### config.mk
export PLATFORM = sky130hd
export DESIGN_NAME = ack_serial_readout
export DESIGN_NICKNAME = d
export VERILOG_FILES = /design/src/rtl/ack_rd_pkg.sv /design/src/rtl/ack_rd_sync.sv /design/src/rtl/ack_rd_seq.sv /design/src/rtl/ack_serial_readout.sv
export SDC_FILE = /design/constraint.sdc
export NUM_CORES = 1
export LEC_CHECK = 0
export BUFFER_PORTS_ARGS = -buffer_cell sky130_fd_sc_hd__buf_2
export CAP_MARGIN = 5
export CELL_PAD_IN_SITES_DETAIL_PLACEMENT = 1
export CELL_PAD_IN_SITES_GLOBAL_PLACEMENT = 1
export CORE_MARGIN = 4
export CORE_UTILIZATION = 41
export DETAILED_ROUTE_END_ITERATION = 16
export PLACE_DENSITY_LB_ADDON = 0.3
export SYNTH_ARGS = -nofsm -noshare
export SYNTH_HDL_FRONTEND = slang
export SYNTH_HIERARCHICAL = 1
export SYNTH_SLANG_ARGS = --single-unit
### constraint.sdc
create_clock -name clk -period 1.8 [get_ports clk]
set_clock_uncertainty 0.1 [all_clocks]
set_input_delay 0 -clock clk [delete_from_list [all_inputs] [get_ports clk]]
set_output_delay 0 -clock clk [all_outputs]
set_load 0.02 [all_outputs]
### src/rtl/ack_rd_pkg.sv
package ack_rd_pkg;
  typedef enum logic [1:0] {
    RD_IDLE  = 2'd0,
    RD_SHIFT = 2'd1,
    RD_TAIL  = 2'd2
  } rd_state_t;
endpackage

### src/rtl/ack_rd_sync.sv
module ack_rd_sync #(
  parameter int STAGES = 2
) (
  input  logic clk,
  input  logic rst_n,
  input  logic din,
  output logic rise,
  output logic fall
);
  localparam int LAST = STAGES - 1;

  logic [STAGES-1:0] chain;
  logic              held;

  generate
    if (STAGES == 1) begin : g_single
      always_ff @(posedge clk or negedge rst_n)
        if (!rst_n) chain <= '0;
        else        chain <= din;
    end else begin : g_multi
      always_ff @(posedge clk or negedge rst_n)
        if (!rst_n) chain <= '0;
        else        chain <= {chain[STAGES-2:0], din};
    end
  endgenerate

  always_ff @(posedge clk or negedge rst_n)
    if (!rst_n) held <= 1'b0;
    else        held <= chain[LAST];

  assign rise = chain[LAST] & ~held;
  assign fall = ~chain[LAST] & held;

  p_edge_excl_r4: assert property (@(posedge clk) disable iff (!rst_n)
    rise |=> !rise);
endmodule

### src/rtl/ack_rd_seq.sv
module ack_rd_seq
  import ack_rd_pkg::*;
#(
  parameter int DIGIT_W = 4
) (
  input  logic               clk,
  input  logic               rst_n,
  input  logic               pwr_down,
  input  logic               steer,
  input  logic [DIGIT_W-1:0] code,
  input  logic               ack_rise,
  input  logic               ack_fall,
  output logic               window,
  output logic               bit_out
);
  localparam int CNT_W = (DIGIT_W > 2) ? $clog2(DIGIT_W) : 1;
  localparam logic [CNT_W-1:0] LAST_IDX = CNT_W'(DIGIT_W - 1);

  rd_state_t          state;
  logic [CNT_W-1:0]   pc;
  logic [DIGIT_W-1:0] shreg;
  logic               armed;
  logic               steer_q;
  logic               steer_rise;
  logic               final_edge;

  assign steer_rise = steer & ~steer_q;
  assign final_edge = (state == RD_SHIFT) && ack_rise && (pc == LAST_IDX);

  always_ff @(posedge clk or negedge rst_n) begin
    if (!rst_n) begin
      state   <= RD_IDLE;
      pc      <= '0;
      shreg   <= '0;
      armed   <= 1'b0;
      steer_q <= 1'b0;
    end else if (pwr_down) begin
      state   <= RD_IDLE;
      pc      <= '0;
      armed   <= 1'b0;
      steer_q <= steer;
    end else begin
      steer_q <= steer;
      if (steer_rise)      armed <= 1'b1;
      else if (final_edge) armed <= 1'b0;
      case (state)
        RD_IDLE: if (ack_rise && armed) begin
          shreg <= code;
          pc    <= CNT_W'(1);
          state <= RD_SHIFT;
        end
        RD_SHIFT: if (ack_rise) begin
          shreg <= shreg >> 1;
          if (pc == LAST_IDX) begin
            pc    <= '0;
            state <= RD_TAIL;
          end else begin
            pc <= pc + CNT_W'(1);
          end
        end
        RD_TAIL: if (ack_fall) state <= RD_IDLE;
        default: state <= RD_IDLE;
      endcase
    end
  end

  assign window  = (state != RD_IDLE);
  assign bit_out = shreg[0];

  p_capture_armed_r2: assert property (@(posedge clk) disable iff (!rst_n)
    (state == RD_SHIFT && $past(state) == RD_IDLE) |-> ($past(armed) && $past(ack_rise)));

  p_hold_bit_r4: assert property (@(posedge clk) disable iff (!rst_n)
    ($past(state) != RD_IDLE && !$past(ack_rise) && !$past(pwr_down)) |-> $stable(shreg));

  p_window_close_r4: assert property (@(posedge clk) disable iff (!rst_n)
    (state == RD_IDLE && $past(state) != RD_IDLE) |-> ($past(ack_fall) || $past(pwr_down)));

  p_disarm_cause_r8: assert property (@(posedge clk) disable iff (!rst_n)
    $fell(armed) |-> ($past(pwr_down) || $past(final_edge)));

  p_pd_clears_r10: assert property (@(posedge clk) disable iff (!rst_n)
    pwr_down |=> (state == RD_IDLE && !armed));
endmodule

### src/rtl/ack_serial_readout.sv
module ack_serial_readout #(
  parameter int DIGIT_W     = 4,
  parameter int SYNC_STAGES = 2
) (
  input  logic               clk,
  input  logic               rst_n,
  input  logic               pwr_down,
  input  logic               steer_in,
  input  logic [DIGIT_W-1:0] code_in,
  input  logic               ack_in,
  input  logic               energy_in,
  output logic               sd_out
);
  logic ack_rise;
  logic ack_fall;
  logic window;
  logic data_bit;

  ack_rd_sync #(.STAGES(SYNC_STAGES)) sync_i (
    .clk  (clk),
    .rst_n(rst_n),
    .din  (ack_in),
    .rise (ack_rise),
    .fall (ack_fall)
  );

  ack_rd_seq #(.DIGIT_W(DIGIT_W)) seq_i (
    .clk     (clk),
    .rst_n   (rst_n),
    .pwr_down(pwr_down),
    .steer   (steer_in),
    .code    (code_in),
    .ack_rise(ack_rise),
    .ack_fall(ack_fall),
    .window  (window),
    .bit_out (data_bit)
  );

  always_comb begin
    if (pwr_down)    sd_out = 1'b0;
    else if (window) sd_out = data_bit;
    else             sd_out = energy_in;
  end

  p_window_after_pd_r10: assert property (@(posedge clk) disable iff (!rst_n)
    $fell(pwr_down) |-> !window);
endmodule

==> flow_summary.html <==
<table>
<tr><th>Metric</th><th>Value</th></tr>
<tr><th colspan="2">Clock network</th></tr>
<tr><td>Clk slew on worst S/H paths</td><td>80 ps</td></tr>
<tr><td>Max Buffers Root-to-Sink</td><td>2</td></tr>
<tr><td>Total clock buffers created by CTS</td><td>3</td></tr>
<tr><td>Skew-Pair Late Insertion Delay</td><td>270 ps</td></tr>
<tr><td>Max H-tree Level</td><td>1</td></tr>
<tr><td>Clock tree from TritonCTS</td><td>built</td></tr>
<tr><td>Number of sinks handled by clock tree synthesis</td><td>13</td></tr>
<tr><td>Post-cts resize count</td><td>0</td></tr>
<tr><td>Clock Root Buffer</td><td>clkbuf_4</td></tr>
<tr><th colspan="2">Die</th></tr>
<tr><td>Total Die Area</td><td>2288 um^2</td></tr>
<tr><td>Height of the die</td><td>47.84 um</td></tr>
<tr><td>Core footprint</td><td>1506 um^2</td></tr>
<tr><td>Initial standard-cell utilization of the core</td><td>43.19%</td></tr>
<tr><td>Row count</td><td>14</td></tr>
<tr><td>Io pins</td><td>11</td></tr>
<tr><td>Die extent in x</td><td>47.84 um</td></tr>
<tr><th colspan="2">Yosys</th></tr>
<tr><td>Flip-flop and latch count after synthesis</td><td>13</td></tr>
<tr><td>Async SR Flop Fraction</td><td>100.0%</td></tr>
<tr><td>Number of different library cells in the post-synthesis netlist</td><td>24</td></tr>
<tr><td>Yosys top cell by area</td><td>dfrtp_1</td></tr>
<tr><td>Synthesis warning total</td><td>6</td></tr>
<tr><td>Part of the Yosys area used for sequential elements</td><td>50.00%</td></tr>
<tr><td>Cell count after synthesis</td><td>52</td></tr>
<tr><td>Top-count cell post-synth</td><td>dfrtp_1</td></tr>
<tr><td>Proportion of netlist area held by the largest area contributor</td><td>50.00%</td></tr>
<tr><td>Average size of a mapped cell</td><td>12.51 um^2</td></tr>
<tr><td>Top_reg_cell synth</td><td>dfrtp_1</td></tr>
<tr><td>Syn_nets</td><td>63</td></tr>
<tr><td>Biggest area contributors in the synthesized netlist</td><td>dfrtp_1 (50%), mux2_4 (9.2%), buf_6 (3.5%)</td></tr>
<tr><td>Post-synth EDFFs</td><td>0</td></tr>
<tr><td>Ranking of synthesized cells by instance count</td><td>dfrtp_1 (13), a21oi_1 (4), mux2_4 (4), nor3_1 (3)</td></tr>
<tr><td>Netlist area before placement</td><td>650.6 um^2</td></tr>
<tr><th colspan="2">Layout</th></tr>
<tr><td>Post-layout net count</td><td>85</td></tr>
<tr><td>Sequential Area</td><td>325.3 um^2</td></tr>
<tr><td>Area of combinational cells with multiple inputs</td><td>295.3 um^2</td></tr>
<tr><td>Share of layout cells above drive strength 1</td><td>38.36%</td></tr>
<tr><td>Number of inserted filler cells in the final layout</td><td>164</td></tr>
<tr><td>Area growth from synthesis to final layout</td><td>25.00%</td></tr>
<tr><td>Antenna Diode Count</td><td>0</td></tr>
<tr><th colspan="2">Power and ir drop</th></tr>
<tr><td>Leakage dissipation</td><td>0.3687 nW</td></tr>
<tr><td>Maximum resistive drop on vdd</td><td>0.3734 mV</td></tr>
<tr><td>Sum of internal, switching and leakage power</td><td>625.4 uW</td></tr>
<tr><td>Total power per unit cell area</td><td>769.0 nW/um^2</td></tr>
<tr><th colspan="2">Run status</th></tr>
<tr><td>Outcome</td><td>finished clean</td></tr>
<tr><th colspan="2">Route</th></tr>
<tr><td>Routed via count</td><td>461</td></tr>
<tr><td>Post-detailed-route DRC marker count</td><td>0</td></tr>
<tr><td>Starting DRC count in detailed routing</td><td>8</td></tr>
<tr><td>DRT Wirelength</td><td>1303 um</td></tr>
<tr><td>Detailed-route wire length per cell</td><td>14.64 um</td></tr>
<tr><td>Detailed-router iteration count before antenna repair</td><td>4</td></tr>
<tr><td>Antenna Violating Nets Remaining</td><td>0</td></tr>
<tr><td>Via/cell ratio</td><td>5.180</td></tr>
<tr><th colspan="2">Timing</th></tr>
<tr><td>Ratio of final minimum period to clock period</td><td>90.76%</td></tr>
<tr><td>Number of setup violations in the final report</td><td>0</td></tr>
<tr><td>Post-route worst setup slack</td><td>166.4 ps</td></tr>
<tr><td>Unrepaired setup endpoints after global routing</td><td>false</td></tr>
<tr><td>Final slew viol count</td><td>0</td></tr>
<tr><td>Max-slew headroom at the worst pin</td><td>71.11%</td></tr>
<tr><td>Setup TNS</td><td>0 ps</td></tr>
<tr><td>Number of endpoints with negative hold slack in the final report</td><td>0</td></tr>
<tr><td>Least-Margin Pin Slew</td><td>433.3 ps</td></tr>
<tr><td>Shortest period the worst path allows</td><td>1634 ps</td></tr>
<tr><td>F_max</td><td>612.1 MHz</td></tr>
<tr><th colspan="2">Global route</th></tr>
<tr><td>Leftover overflow at the end of global routing</td><td>0</td></tr>
<tr><td>Wire length of the first global-routing pass</td><td>2277 um</td></tr>
<tr><td>Total track usage</td><td>14.70%</td></tr>
<tr><td>Number of global-route vias before repair</td><td>499</td></tr>
<tr><td>Largest net degree at the start of global routing</td><td>14</td></tr>
<tr><td>Initial antenna violation count</td><td>0</td></tr>
<tr><th colspan="2">Place</th></tr>
<tr><td>GP Congestion</td><td>0.6973</td></tr>
<tr><td>Post-placement setup slack</td><td>201.8 ps</td></tr>
<tr><td>Number of buffers inserted by port buffering</td><td>10</td></tr>
<tr><td>Detailed Place HPWL</td><td>943.1 um</td></tr>
<tr><th colspan="2">Worst setup path</th></tr>
<tr><td>Critical Path End Type</td><td>primary output</td></tr>
<tr><td>Startpoint kind of the worst setup timing path</td><td>flip-flop</td></tr>
<tr><td>Req. time, crit path</td><td>1700 ps</td></tr>
<tr><td>Worst path arrival time</td><td>1530 ps</td></tr>
<tr><td>Maximum fanout along the worst path</td><td>10</td></tr>
<tr><td>Critical path start-end classification</td><td>reg2out</td></tr>
<tr><th colspan="2">Hold path</th></tr>
<tr><td>Min-Delay Path Class</td><td>in2async</td></tr>
<tr><th colspan="2">Job</th></tr>
<tr><td>Number of maximum-capacitance constraint violations</td><td>0</td></tr>
</table>
routing by layer:
metal / track usage, % / vias to the layer above / routed length (um)
met4: 6.452 / 0 / 12
li1: - / 228 / -
met1: 18.69 / 221 / 595
met3: 2.256 / 2 / 46
met5: 0 / - / 0
met2: 24.54 / 10 / 649
power by group:
part,internal [mW],switching (mW),leakage (nW)
sequential,0.327,0.0233,0.163
combinational,0.0622,0.0371,0.188
clock,0.0822,0.0933,0.0177
total,0.472,0.154,0.369
worst max-delay path: stages, from the launching register on:
cell and delay, ps:
dfrtp_1 540, or2_2 360, mux2i_1 120, nor2_1 80, buf_2 160
cell usage in the layout (no fill, tap or decap), types with 2 or more instances in the layout:
| cell | synthesis | routed |
|---|---|---|
| dfrtp_1 | 13 | 13 |
| buf_2 | 0 | 10 |
| dlygate4sd3_1 | 0 | 8 |
| a21oi_1 | 4 | 4 |
| mux2_4 | 4 | 4 |
| clkbuf_4 | 0 | 3 |
| nor3_1 | 3 | 3 |
| mux2i_1 | 2 | 2 |
| nor2_1 | 2 | 2 |
| nor2b_1 | 2 | 2 |
| mux2_2 | 2 | 2 |
| o21ai_0 | 2 | 2 |
| inv_1 | 2 | 2 |
| nand2_1 | 2 | 2 |
sequential cells by signal, indices dropped and copies added, names as in the netlist:
name and flops:
seq_i/state 2, sync_i/held 1, seq_i/shreg 4, seq_i/steer_q 1
seq_i/pc 2, seq_i/armed 1, sync_i/chain 2
worst paths after layout:
check | endpoint | startpoint | cells after the start | slack [ps]
max | sd_out | seq_i/state[1] | 4 | 170
min | seq_i/state[1] | rst_n | 2 | 30
max reg2reg | seq_i/shreg[2] | seq_i/state[1] | 3 | 170
min reg2reg | sync_i/chain[1] | sync_i/chain[0] | 0 | 260
max in group asynchronous | seq_i/shreg[1] | rst_n | 2 | 1340
min in group clk | sync_i/chain[1] | sync_i/chain[0] | 0 | 260
through the flow:
| step | utilization, % | std cells | cell area, um^2 | hold WS, ps |
|---|---|---|---|---|
| floorplan | - | 52 | 650.6 | -395.6 |
| global placement | 46.84 | 77 | 705.7 | -192.9 |
| detailed placement | 46.84 | 77 | 705.7 | -194.0 |
| CTS | 53.99 | 89 | 813.3 | 30.03 |
| global route | 53.99 | 89 | 813.3 | 46.15 |
| finish | 53.99 | 89 | 813.3 | 31.39 |
what timing repair did:
item | in CTS | in global routing
hold buffers | 8 | 0
buffers inserted | 0 | 0
endpoints found under the setup margin | 0 | 0
endpoints found under the hold margin | 24 | 0
logic make-up (layout without fill, tap and decap cells):
| family | after synthesis | after routing | synth area share (%) |
|---|---|---|---|
| flip-flops | 13 | 13 | 50.00 |
| AND/OR/NAND/NOR | 18 | 18 | 20.19 |
| AO/OA/AOI/OAI | 8 | 8 | 7.500 |
| multiplexers | 8 | 8 | 15.77 |
| buffers and inverters | 4 | 25 | 4.616 |
| adder cells (fa/ha/maj) | 1 | 1 | 1.923 |
area by class of cell:
type	instances	share of cell area [%]
sequential	13	40.00
tap	16	2.462
timing repair buffer	19	16.92
clock inverter	1	0.6154
multi-input combinational	35	36.31
inverter	2	0.9231
clock buffer	3	2.769
Power figures use the tool's default switching activity.
